`src/rtl/irq_ctrl_reg.sv`:
```
module irq_ctrl_reg #(
  parameter int N_MOTOR = 2,
  parameter int N_SRC   = 5
) (
  input  logic               clk,
  input  logic               rst_n,
  input  logic               cs,
  input  logic               wr,
  input  logic [7:0]         wdata,
  output logic [7:0]         rdata,
  input  logic [N_SRC-1:0]   src,
  input  logic               rtc_ref,
  input  logic               baud_ref,
  input  logic [N_MOTOR-1:0] motor,
  output logic               irq_n
);
  localparam int SW = N_SRC + N_MOTOR + 2;

  logic [SW-1:0]    s1, s2;
  logic [N_SRC-1:0] src_q, pend, rise, clr, en_map;
  logic [2:0]       en;
  logic             wr_hit;

  always_ff @(posedge clk or negedge rst_n)
    if (!rst_n) begin
      s1    <= '0;
      s2    <= '0;
      src_q <= '0;
    end else begin
      s1    <= {baud_ref, rtc_ref, motor, src};
      s2    <= s1;
      src_q <= s2[N_SRC-1:0];
    end

  assign wr_hit = cs & wr;
  assign rise   = s2[N_SRC-1:0] & ~src_q;
  assign clr    = wr_hit ? wdata[N_SRC-1:0] : '0;

  always_ff @(posedge clk or negedge rst_n)
    if (!rst_n) begin
      pend <= '0;
      en   <= '0;
    end else begin
      pend <= (pend & ~clr) | rise;
      if (wr_hit) en <= wdata[7:5];
    end

  assign en_map = {en[2], 1'b1, en[1], 1'b1, en[0]};
  assign irq_n  = ~|(pend & en_map);
  assign rdata  = {s2[SW-1], ~|s2[N_SRC +: N_MOTOR], s2[SW-2], pend};
endmodule

```
`config.mk`:
```
export PLATFORM = sky130hd
export DESIGN_NAME = irq_ctrl_reg
export DESIGN_NICKNAME = d
export VERILOG_FILES = /design/src/rtl/irq_ctrl_reg.sv
export SDC_FILE = /design/constraint.sdc
export NUM_CORES = 1
export LEC_CHECK = 0
export ABC_AREA = 1
export BUFFER_PORTS_ARGS = -buffer_cell sky130_fd_sc_hd__clkbuf_2
export CORE_MARGIN = 2
export CORE_UTILIZATION = 35
export CTS_BUF_LIST = sky130_fd_sc_hd__clkbuf_4 sky130_fd_sc_hd__clkbuf_8
export DETAILED_ROUTE_END_ITERATION = 10
export HOLD_SLACK_MARGIN = 0.05
export PLACE_DENSITY_LB_ADDON = 0.3
export SLEW_MARGIN = 20
export SYNTH_ARGS = -nofsm -noshare
export SYNTH_HDL_FRONTEND = slang
export SYNTH_SLANG_ARGS = --single-unit
export TNS_END_PERCENT = 30
```
`constraint.sdc`:
```
create_clock -name clk -period 0.8 [get_ports clk]
set_input_delay 0.12 -clock clk [delete_from_list [all_inputs] [get_ports clk]]
set_output_delay 0.12 -clock clk [all_outputs]
set_load 0.01 [all_outputs]
```
==> key figures, run 1 <==
Timing
  – Relative max-transition margin: 0.884
  – Fin. Hold Viols: 0
  – Final worst-path cycle share: 1.48
  – Worst Max-Slew Pin Slew: roughly 0.17 ns
  – Final worst slack: -0.380 ns
  – Final min period: approximately 1.2 ns
  – RSZ-0062 raised after global routing: true
  – Setup Skew: about 0.010 ns
  – Max-slew violation count: 0
  – Final setup vio count: 9
  – Setup TNS: -2.22 ns
  – FMAX: 0.847 GHz

Global routing
  – Vias in the first global route: 671
  – Initial antenna violation count: 0
  – First-pass GRT wire length: between 2000 and 3000 um
  – GRT Total Usage: 0.113
  – Largest net degree at the start of global routing: 32
  – GRT Residual Overflow: 0

Yosys
  – Mapped Cells: 78
  – Post-Syn Area: 987 um2
  – Area leader, netlist: dfrtp_1
  – Synth top area cells: dfrtp_1 (79%), nand2_1 (9.9%), nand3_1 (4.1%)
  – Ys Warns: 0
  – Avg Inst Size Synth: 12.7 um2
  – Seq cells post-synth: 31
  – Cell variety after synth: 8
  – Sequential element share of the synthesized area: 0.786
  – Syn Nets: 99
  – Area fraction of the dominant cell type after synthesis: 0.786

Clocking
  – CTS tree: built
  – Worst skew pair latency: 0.32 ns
  – H-tree Lvls: 2
  – Reg clk slew, reported paths: ~0.090 ns
  – Clock Path Buffers: 2
  – Clock sink count: 31
  – TritonCTS buffer count: 5
  – CTS root buf: clkbuf_4
  – Post-CTS setup repair buffer count: 0

Cells and area
  – Synth-to-Final Area Change: 40.6%
  – Utilization after layout: 0.512
  – Layout fillers: approximately 260
  – Diodes inserted: 0
  – Fin nets: roughly 150
  – Layout cells sized above 1: 0.344

Detailed routing
  – Detail Route Antenna Nets: 0
  – Routed vias/inst: 4.23
  – Initial DRC count: 11
  – Vias: around 670
  – Avg WL per Cell: between 10 and 15 um
  – First-pass detailed-route iteration total: 4
  – DRC Markers: 0
  – Post-Route WL: 1610 um

Setup path
  – Worst EP arrival: 1.06 ns
  – Worst-path cell chain: nor2_1 -> nand2_1 -> nor2_2 -> buf_2
  – WP data required: 0.68 ns
  – Worst-path maximum fanout: 2
  – Worst Setup Start Kind: flip-flop
  – CP Capture Type: output port
  – Worst r2r src: pend[4]
  – Critical Path Slowest Stage Cell: dfrtp_1
  – Worst r2r path cells: 3
  – CP Class: flip-flop to output port
  – Crit-path max cell delay: 0.38 ns
  – Crit path from: pend[3]

Power
  – Worst VDD drop: 1.57 mV
  – Pwr dens: about 2100 nW/um2
  – Leak: 0.726 nW

Floorplan
  – Die Area: about 3300 um2
  – Core Region: 2710 um2
  – Initial core utilization: 0.364
  – Die Ht: 57.1 um
  – I/O Pins: 30
  – Num rows: 19
  – Die X: 57.1 um

Placed design
  – RD Place Congestion: 0.787
  – I/O Buffers: 29

Status
  – Failing checks: negative setup slack
  – Status: finished, violations left

Worst hold path
  – Worst hold path stage count: 4
  – Hold Path Class: primary input to flip-flop
  – Hold wc startpoint: wdata[1]

Job
  – Max Cap Viol: 0
placed cells by master (no fill, tap or decap):
cell type	instances
clkbuf_2	26
nor2_1	2
inv_1	5
buf_4	2
clkbuf_4	5
nand2_2	1
dfrtp_1	31
clkinv_2	1
clkbuf_8	1
buf_6	4
buf_2	2
nand3_1	8
dlygate4sd3_1	12
nor2_2	1
nand2_1	26
buf_12	1
kinds of logic after synthesis:
family	Yosys count	synth area share
simple gates	38	0.157
flops	31	0.786
buf+inv	9	0.0570
routing by layer:
metal | global-route usage | wire, um | up-vias | part of all wire
li1 | - | - | 334 | -
met1 | 0.122 | 706 | 305 | 0.44
met2 | 0.184 | 744 | 33 | 0.46
met3 | 0.0612 | 161 | 0 | 0.10
met4 | 0.0498 | 0 | 0 | 0
met5 | 0 | 0 | - | 0
critical path, delay by kind of cell (launching register included):
kind	cells	cell delay, ns
flops	1	0.38
simple gates	3	0.23
buf+inv	1	0.12
area by class of cell:
cell class                 count  area [um2]  area share
inverter                       5        18.8      0.0135
sequential                    31         776       0.559
clock buffer                   6        51.3      0.0370
multi-input combinational     38         158       0.114
tap                           31        38.8      0.0280
timing repair buffer          47         340       0.245
clock inverter                 1        5.00     0.00361
where the power goes:
part	switching (mW)	internal, mW	leakage, nW	total [mW]
Sequential	0.0456	1.67	0.357	1.72
Clock	0.466	0.406	0.0341	0.873
Combinational	0.158	0.194	0.335	0.352
Total	0.670	2.27	0.726	2.94
cell usage after synthesis, drive strengths merged:
library cell / n
nand2: 27
nand3: 8
nor2: 3
dfrtp: 31
inv: 5
buf: 4
final timing paths:
kind / slack, ns / to
worst max-delay path: -0.38 / irq_n
worst min-delay path: 0.06 / pend[1]
worst max register to register: 0.06 / pend[4]
worst min register to register: 0.35 / s2[0]
max in group asynchronous: 0.35 / en[2]
min in group asynchronous: 0.29 / s2[3]
flip-flops by register name, summed over array words and instances, names as in the netlist:
signal,flops
en,3
pend,5
s1,9
s2,9
src_q,5
metrics by stage:
stage / instances / hold WS (ns) / setup slack (ns) / power, mW / cell area (um2)
2_1_floorplan: 78 / -0.176 / -0.00592 / 1.86 / 990
3_3_place_gp: 140 / 0.0897 / -0.0402 / 2.03 / 1190
3_5_place_dp: 140 / 0.0869 / -0.0576 / 2.04 / 1190
4_1_cts: 159 / 0.0553 / -0.416 / 2.99 / 1380
5_1_grt: 159 / 0.0725 / -0.446 / 3.11 / 1390
6_report: 159 / 0.0632 / -0.380 / 2.94 / 1390
repair_timing:
item | 4_1_cts | 5_1_grt
setup endpoints to repair | 9 | 9
pin swaps | 1 | 0
resized for setup | 3 | 4
hold buffers | 12 | 0
hold endpoints to repair | 42 | 0
(Power assumes the default switching activity.)
==> run 2, diff against run 1 <==
--- a/config.mk
+++ b/config.mk
@@ -17,4 +17,3 @@
 export SYNTH_ARGS = -nofsm -noshare
 export SYNTH_HDL_FRONTEND = slang
 export SYNTH_SLANG_ARGS = --single-unit
-export TNS_END_PERCENT = 30
==> key figures, run 2 (same netlist as run 1, synthesis figures left out) <==
Power
  – Internal: 2.31 mW
  – Tot Pwr: between 2 and 3 mW
  – Clock power share: 0.292
  – Pwr dens: 2090 nW/um2
  – Sw frac: 0.227
  – Combinational Power Share: 0.133
  – Sw power: 0.679 mW
  – Sequential group share of total power: 0.575
  – Worst VDD drop: 1.60 mV
  – Leak: 0.740 nW

Detailed routing
  – Avg WL per Cell: 10.2 um
  – Vias: between 600 and 700
  – Detail Route Antenna Nets: 0
  – First-pass detailed-route iteration total: 4
  – Routed vias/inst: 4.30
  – DRC Markers: 0
  – Post-Route WL: 1630 um
  – Initial DRC count: 9

Setup path
  – Reg2reg setup slack: -0.02 ns
  – Worst r2r src: pend[3]
  – Cell family with most CP delay: flip-flops
  – Reg2reg end: pend[3]
  – Worst Setup Start Kind: flip-flop
  – WP data required: 0.68 ns
  – Crit-path max cell delay: around 0.38 ns
  – CP Capture Type: output port
  – CP Class: flip-flop to output port
  – CP bufs+invs: 1
  – Worst-path maximum fanout: 2
  – Worst r2r path cells: 4
  – Worst-path cell chain: nor2_1 -> nand2_1 -> nor2_2 -> buf_2
  – Worst EP arrival: 1.06 ns
  – Critical Path Slowest Stage Cell: dfrtp_1

Clocking
  – TritonCTS buffer count: 5
  – CTS root buf: clkbuf_4
  – Worst skew pair latency: between 0.3 and 0.4 ns
  – Clock sink count: 31
  – Reg clk slew, reported paths: roughly 0.090 ns
  – H-tree Lvls: 2
  – Clock Path Buffers: 2
  – CTS tree: built

Timing
  – RSZ-0062 raised after global routing: true
  – Final min period: between 1 and 1.5 ns
  – Final setup vio count: 10
  – Final worst slack: -0.382 ns
  – Final worst-path cycle share: 1.48
  – FMAX: 0.846 GHz
  – Max-slew violation count: 0
  – Fin. Hold Viols: 0
  – Relative max-transition margin: 0.885
  – Setup Skew: 0.0104 ns
  – Worst Max-Slew Pin Slew: 0.172 ns

Cells and area
  – Fin nets: 150
  – Most common cell after layout, fill and taps aside: dfrtp_1
  – Utilization after layout: 0.526
  – Top flop regs: s1 (9), s2 (9)
  – Fin cells: 160
  – Diodes inserted: 0
  – Synth-to-Final Area Change: 44.5%
  – Most frequent cells in the layout: dfrtp_1 (31), nand2_1 (25), clkbuf_2 (22), dlygate4sd3_1 (12), buf_6 (9)
  – Layout cells sized above 1: 0.357

Placed design
  – RD Place Congestion: a little under 0.8
  – Placed Cells: between 100 and 150
  – I/O Buffers: 29
  – Dpl ws: -0.0576 ns

Worst hold path
  – WHS Endpoint: pend[1]
  – Worst hold path stage count: 4
  – Hold Path Class: primary input to flip-flop
  – Hold wc startpoint: wdata[1]

Floorplan
  – Die X: 57.1 um
  – Core Region: roughly 2700 um2
  – I/O Pins: 30
  – Die Ht: 57.1 um
  – Num rows: 19
  – Die Area: 3260 um2
  – Initial core utilization: 0.364

Status
  – Status: finished, violations left
  – Failing checks: negative setup slack

Global routing
  – GRT Total Usage: 0.116
  – GRT Residual Overflow: 0
  – Largest net degree at the start of global routing: 32
  – Vias in the first global route: just under 700
  – Initial antenna violation count: 0
  – First-pass GRT wire length: 2730 um

Job
  – Max Cap Viol: 0
run 2: cell types whose count changed in the layout (fill, tap and decap cells not counted), sizes merged:
cell / before / now
buf: 9 / 14
clkbuf: 32 / 28
run 2: area by class of cell:
class                      instances  area (um2)
sequential                        31         776
clock inverter                     1        5.00
fill                             253        1280
multi-input combinational         38         160
inverter                           5        18.8
timing repair buffer              48         377
tap                               31        38.8
clock buffer                       6        51.3
run 2: power by group through the flow:
stage	logic [mW]	registers [mW]	clock network, mW
3_3_place_gp	0.287	1.74	0
2_1_floorplan	0.105	1.76	0
3_5_place_dp	0.294	1.74	0
6_report	0.398	1.72	0.873
4_1_cts	0.364	1.72	0.918
5_1_grt	0.444	1.73	0.981
run 2: routing by layer:
layer	track usage	vias to the layer above	share of wire
met5	0	-	0
met4	0.0498	0	0
met3	0.0612	0	0.094
met2	0.192	33	0.48
met1	0.122	319	0.43
li1	-	336	-
run 2: repair_timing:
| action | 4_1_cts | 5_1_grt |
|---|---|---|
| setup buffers | 1 | 1 |
| setup endpoints to repair | 9 | 10 |
| cloned | 0 | 0 |
| gates resized for setup | 4 | 14 |
| hold endpoints to repair | 42 | 0 |
| hold buffers | 12 | 0 |
| pin swaps | 1 | 0 |
run 2: how the worst max path moves through the flow:
stage / from / to / slack, ns / cells after the start
2_1_floorplan: pend[1] / irq_n / -0.006 / 3
3_3_place_gp: pend[1] / irq_n / -0.04 / 4
3_5_place_dp: pend[1] / irq_n / -0.06 / 4
4_1_cts: pend[3] / irq_n / -0.41 / 4
5_1_grt: pend[3] / irq_n / -0.44 / 4
6_report: pend[3] / irq_n / -0.38 / 4
run 2: worst reg2reg max path: stages (launching register included):
cell     delay, ns
dfrtp_1       0.38
buf_4         0.13
buf_6         0.11
nand2_2       0.05
nand2_1       0.04
run 2: metrics by stage:
| step | hold WS, ns | TNS, ns | cell area (um2) |
|---|---|---|---|
| after floorplan | -0.176 | -0.00592 | 990 |
| after global placement | 0.0897 | -0.0402 | 1190 |
| after detailed placement | 0.0869 | -0.0576 | 1190 |
| after CTS | 0.0553 | -2.54 | 1390 |
| after global routing | 0.0725 | -2.81 | 1430 |
| final | 0.0658 | -2.32 | 1430 |
==> run 3, diff against run 2 <==
--- a/config.mk
+++ b/config.mk
@@ -13,6 +13,7 @@
 export DETAILED_ROUTE_END_ITERATION = 10
 export HOLD_SLACK_MARGIN = 0.05
 export PLACE_DENSITY_LB_ADDON = 0.3
+export REMOVE_ABC_BUFFERS = 1
 export SLEW_MARGIN = 20
 export SYNTH_ARGS = -nofsm -noshare
 export SYNTH_HDL_FRONTEND = slang
==> key figures, run 3 (same netlist as run 1, synthesis figures left out) <==
Clocking
  – CTS tree: built
  – Clock sink count: 31
  – TritonCTS buffer count: 5
  – H-tree Lvls: 2
  – CTS root buf: clkbuf_4
  – Worst skew pair latency: ~0.30 ns
  – Reg clk slew, reported paths: roughly 0.08 ns
  – Clock Path Buffers: 2

Detailed routing
  – Post-Route WL: 1500 um
  – Routed vias/inst: about 4.1
  – First-pass detailed-route iteration total: 3
  – Avg WL per Cell: 9.26 um
  – DRC Markers: 0
  – Vias: about 660
  – Detail Route Antenna Nets: 0
  – Initial DRC count: 33

Global routing
  – M3 GR Usage: 0.0635
  – Largest net degree at the start of global routing: 32
  – Initial antenna violation count: 0
  – GRT Total Usage: 0.107
  – First-pass GRT wire length: between 2000 and 3000 um
  – Vias in the first global route: 607
  – Met1 Use GR: 0.134
  – GRT Residual Overflow: 0
  – GRT busiest layer: met2
  – GR Util met2: 0.149

Timing
  – Final setup vio count: 11
  – Hold Slack: a little under 0.09 ns
  – Setup Skew: 0.00290 ns
  – Fin. Hold Viols: 0
  – Setup TNS: -2.29 ns
  – RSZ-0062 raised after global routing: true
  – Max-slew violation count: 0
  – Worst Max-Slew Pin Slew: 0.169 ns
  – Final min period: roughly 1.2 ns
  – Relative max-transition margin: 0.887
  – Final worst slack: -0.370 ns
  – Final worst-path cycle share: 1.46
  – FMAX: 0.855 GHz

Cells and area
  – Most frequent cells in the layout: dfrtp_1 (31), nand2_1 (25), clkbuf_2 (22), dlygate4sd3_1 (14), buf_6 (9)
  – Layout cells sized above 1: 0.344
  – Fin cells: roughly 160
  – Sequential Area: 776 um2
  – Layout fillers: 253
  – Synth-to-Final Area Change: 45.9%
  – Most common cell after layout, fill and taps aside: dfrtp_1
  – Utilization after layout: 0.531
  – Fin nets: 153
  – Diodes inserted: 0
  – Area of the multi-input gates: 158 um2
  – Top flop regs: s1 (9), s2 (9)

Floorplan
  – Initial core utilization: 0.364
  – Core Region: 2710 um2
  – I/O Pins: 30
  – Die X: 57.1 um
  – Die Ht: between 50 and 60 um
  – Num rows: 19
  – Die Area: between 3000 and 4000 um2

Status
  – Failing checks: negative setup slack
  – Status: finished, violations left

Power
  – Clock power share: 0.266
  – Sequential group share of total power: 0.592
  – Sw frac: 0.218
  – Worst VDD drop: 1.57 mV
  – Combinational Power Share: 0.141
  – Pwr dens: 2010 nW/um2
  – Sw power: 0.631 mW
  – Internal: 2.26 mW
  – Leak: 0.747 nW

Setup path
  – Worst EP arrival: 1.05 ns
  – CP Class: flip-flop to output port
  – Worst r2r path cells: 4
  – Worst Setup Start Kind: flip-flop
  – Reg2reg end: pend[1]
  – Reg2reg setup slack: -0.02 ns
  – CP Capture Type: output port
  – WP data required: 0.68 ns
  – Crit path from: pend[3]
  – Worst-path maximum fanout: 2
  – Worst r2r src: pend[1]

Job
  – Max Cap Viol: 0

Placed design
  – RD Place Congestion: 0.773
  – Placed Cells: 140
  – I/O Buffers: 29
  – Post-DP HPWL: approximately 970 um

Worst hold path
  – Worst hold path stage count: 4
  – Hold Path Class: primary input to flip-flop
  – Hold wc startpoint: wdata[0]
  – WHS Endpoint: pend[0]
[run 3: cell count changes in the layout (fill, tap and decap cells not counted), sizes merged]
cell         delta
dlygate4sd3     +2
clkinv          -1
buf             +1
[run 3: critical path: stages (launching register included)]
cell     delay, ns
dfrtp_1       0.38
nor2_1        0.10
nand2_1       0.05
nor2_1        0.08
buf_2         0.13
[run 3: layout make-up]
type                    instances  area share
clock buffers                   6      0.0313
inverters                       5      0.0130
multi-input cells              38       0.109
flip-flops and latches         31       0.539
well taps                      31      0.0269
repair buffers                 51       0.281
[run 3: per-layer routing]
layer	share of wire	routed length (um)
met1	0.45	672
met2	0.46	691
met3	0.091	137
met4	0	0
met5	0	0
[run 3: worst max-delay path by stage]
| stage | slack, ns | cells past startpoint | end |
|---|---|---|---|
| after floorplan | -0.04 | 3 | irq_n |
| after global placement | -0.04 | 4 | irq_n |
| after detailed placement | -0.06 | 4 | irq_n |
| after CTS | -0.42 | 4 | irq_n |
| after global routing | -0.45 | 4 | irq_n |
| final | -0.37 | 4 | irq_n |
[run 3: stage by stage]
step	power, mW	cell area (um2)	setup slack [ns]
floorplan	1.83	950	-0.0369
global placement	2.02	1190	-0.0379
detailed placement	2.03	1190	-0.0603
CTS	2.90	1400	-0.417
global route	3.08	1440	-0.447
finish	2.89	1440	-0.370
[run 3: power by group through the flow]
stage          sequential, mW  clock (mW)  combinational (mW)
2_1_floorplan            1.76           0              0.0732
3_3_place_gp             1.74           0               0.284
3_5_place_dp             1.74           0               0.289
4_1_cts                  1.71       0.820               0.366
5_1_grt                  1.72       0.900               0.455
6_report                 1.71       0.769               0.409
[run 3: repair_timing]
action                                  4_1_cts  5_1_grt
hold buffers                                 14        0
endpoints found under the hold margin        44        0
gates resized for setup                       4       14
buffers inserted                              1        2
endpoints found under the setup margin        9       10
cloned                                        0        0
pin swaps                                     1        2
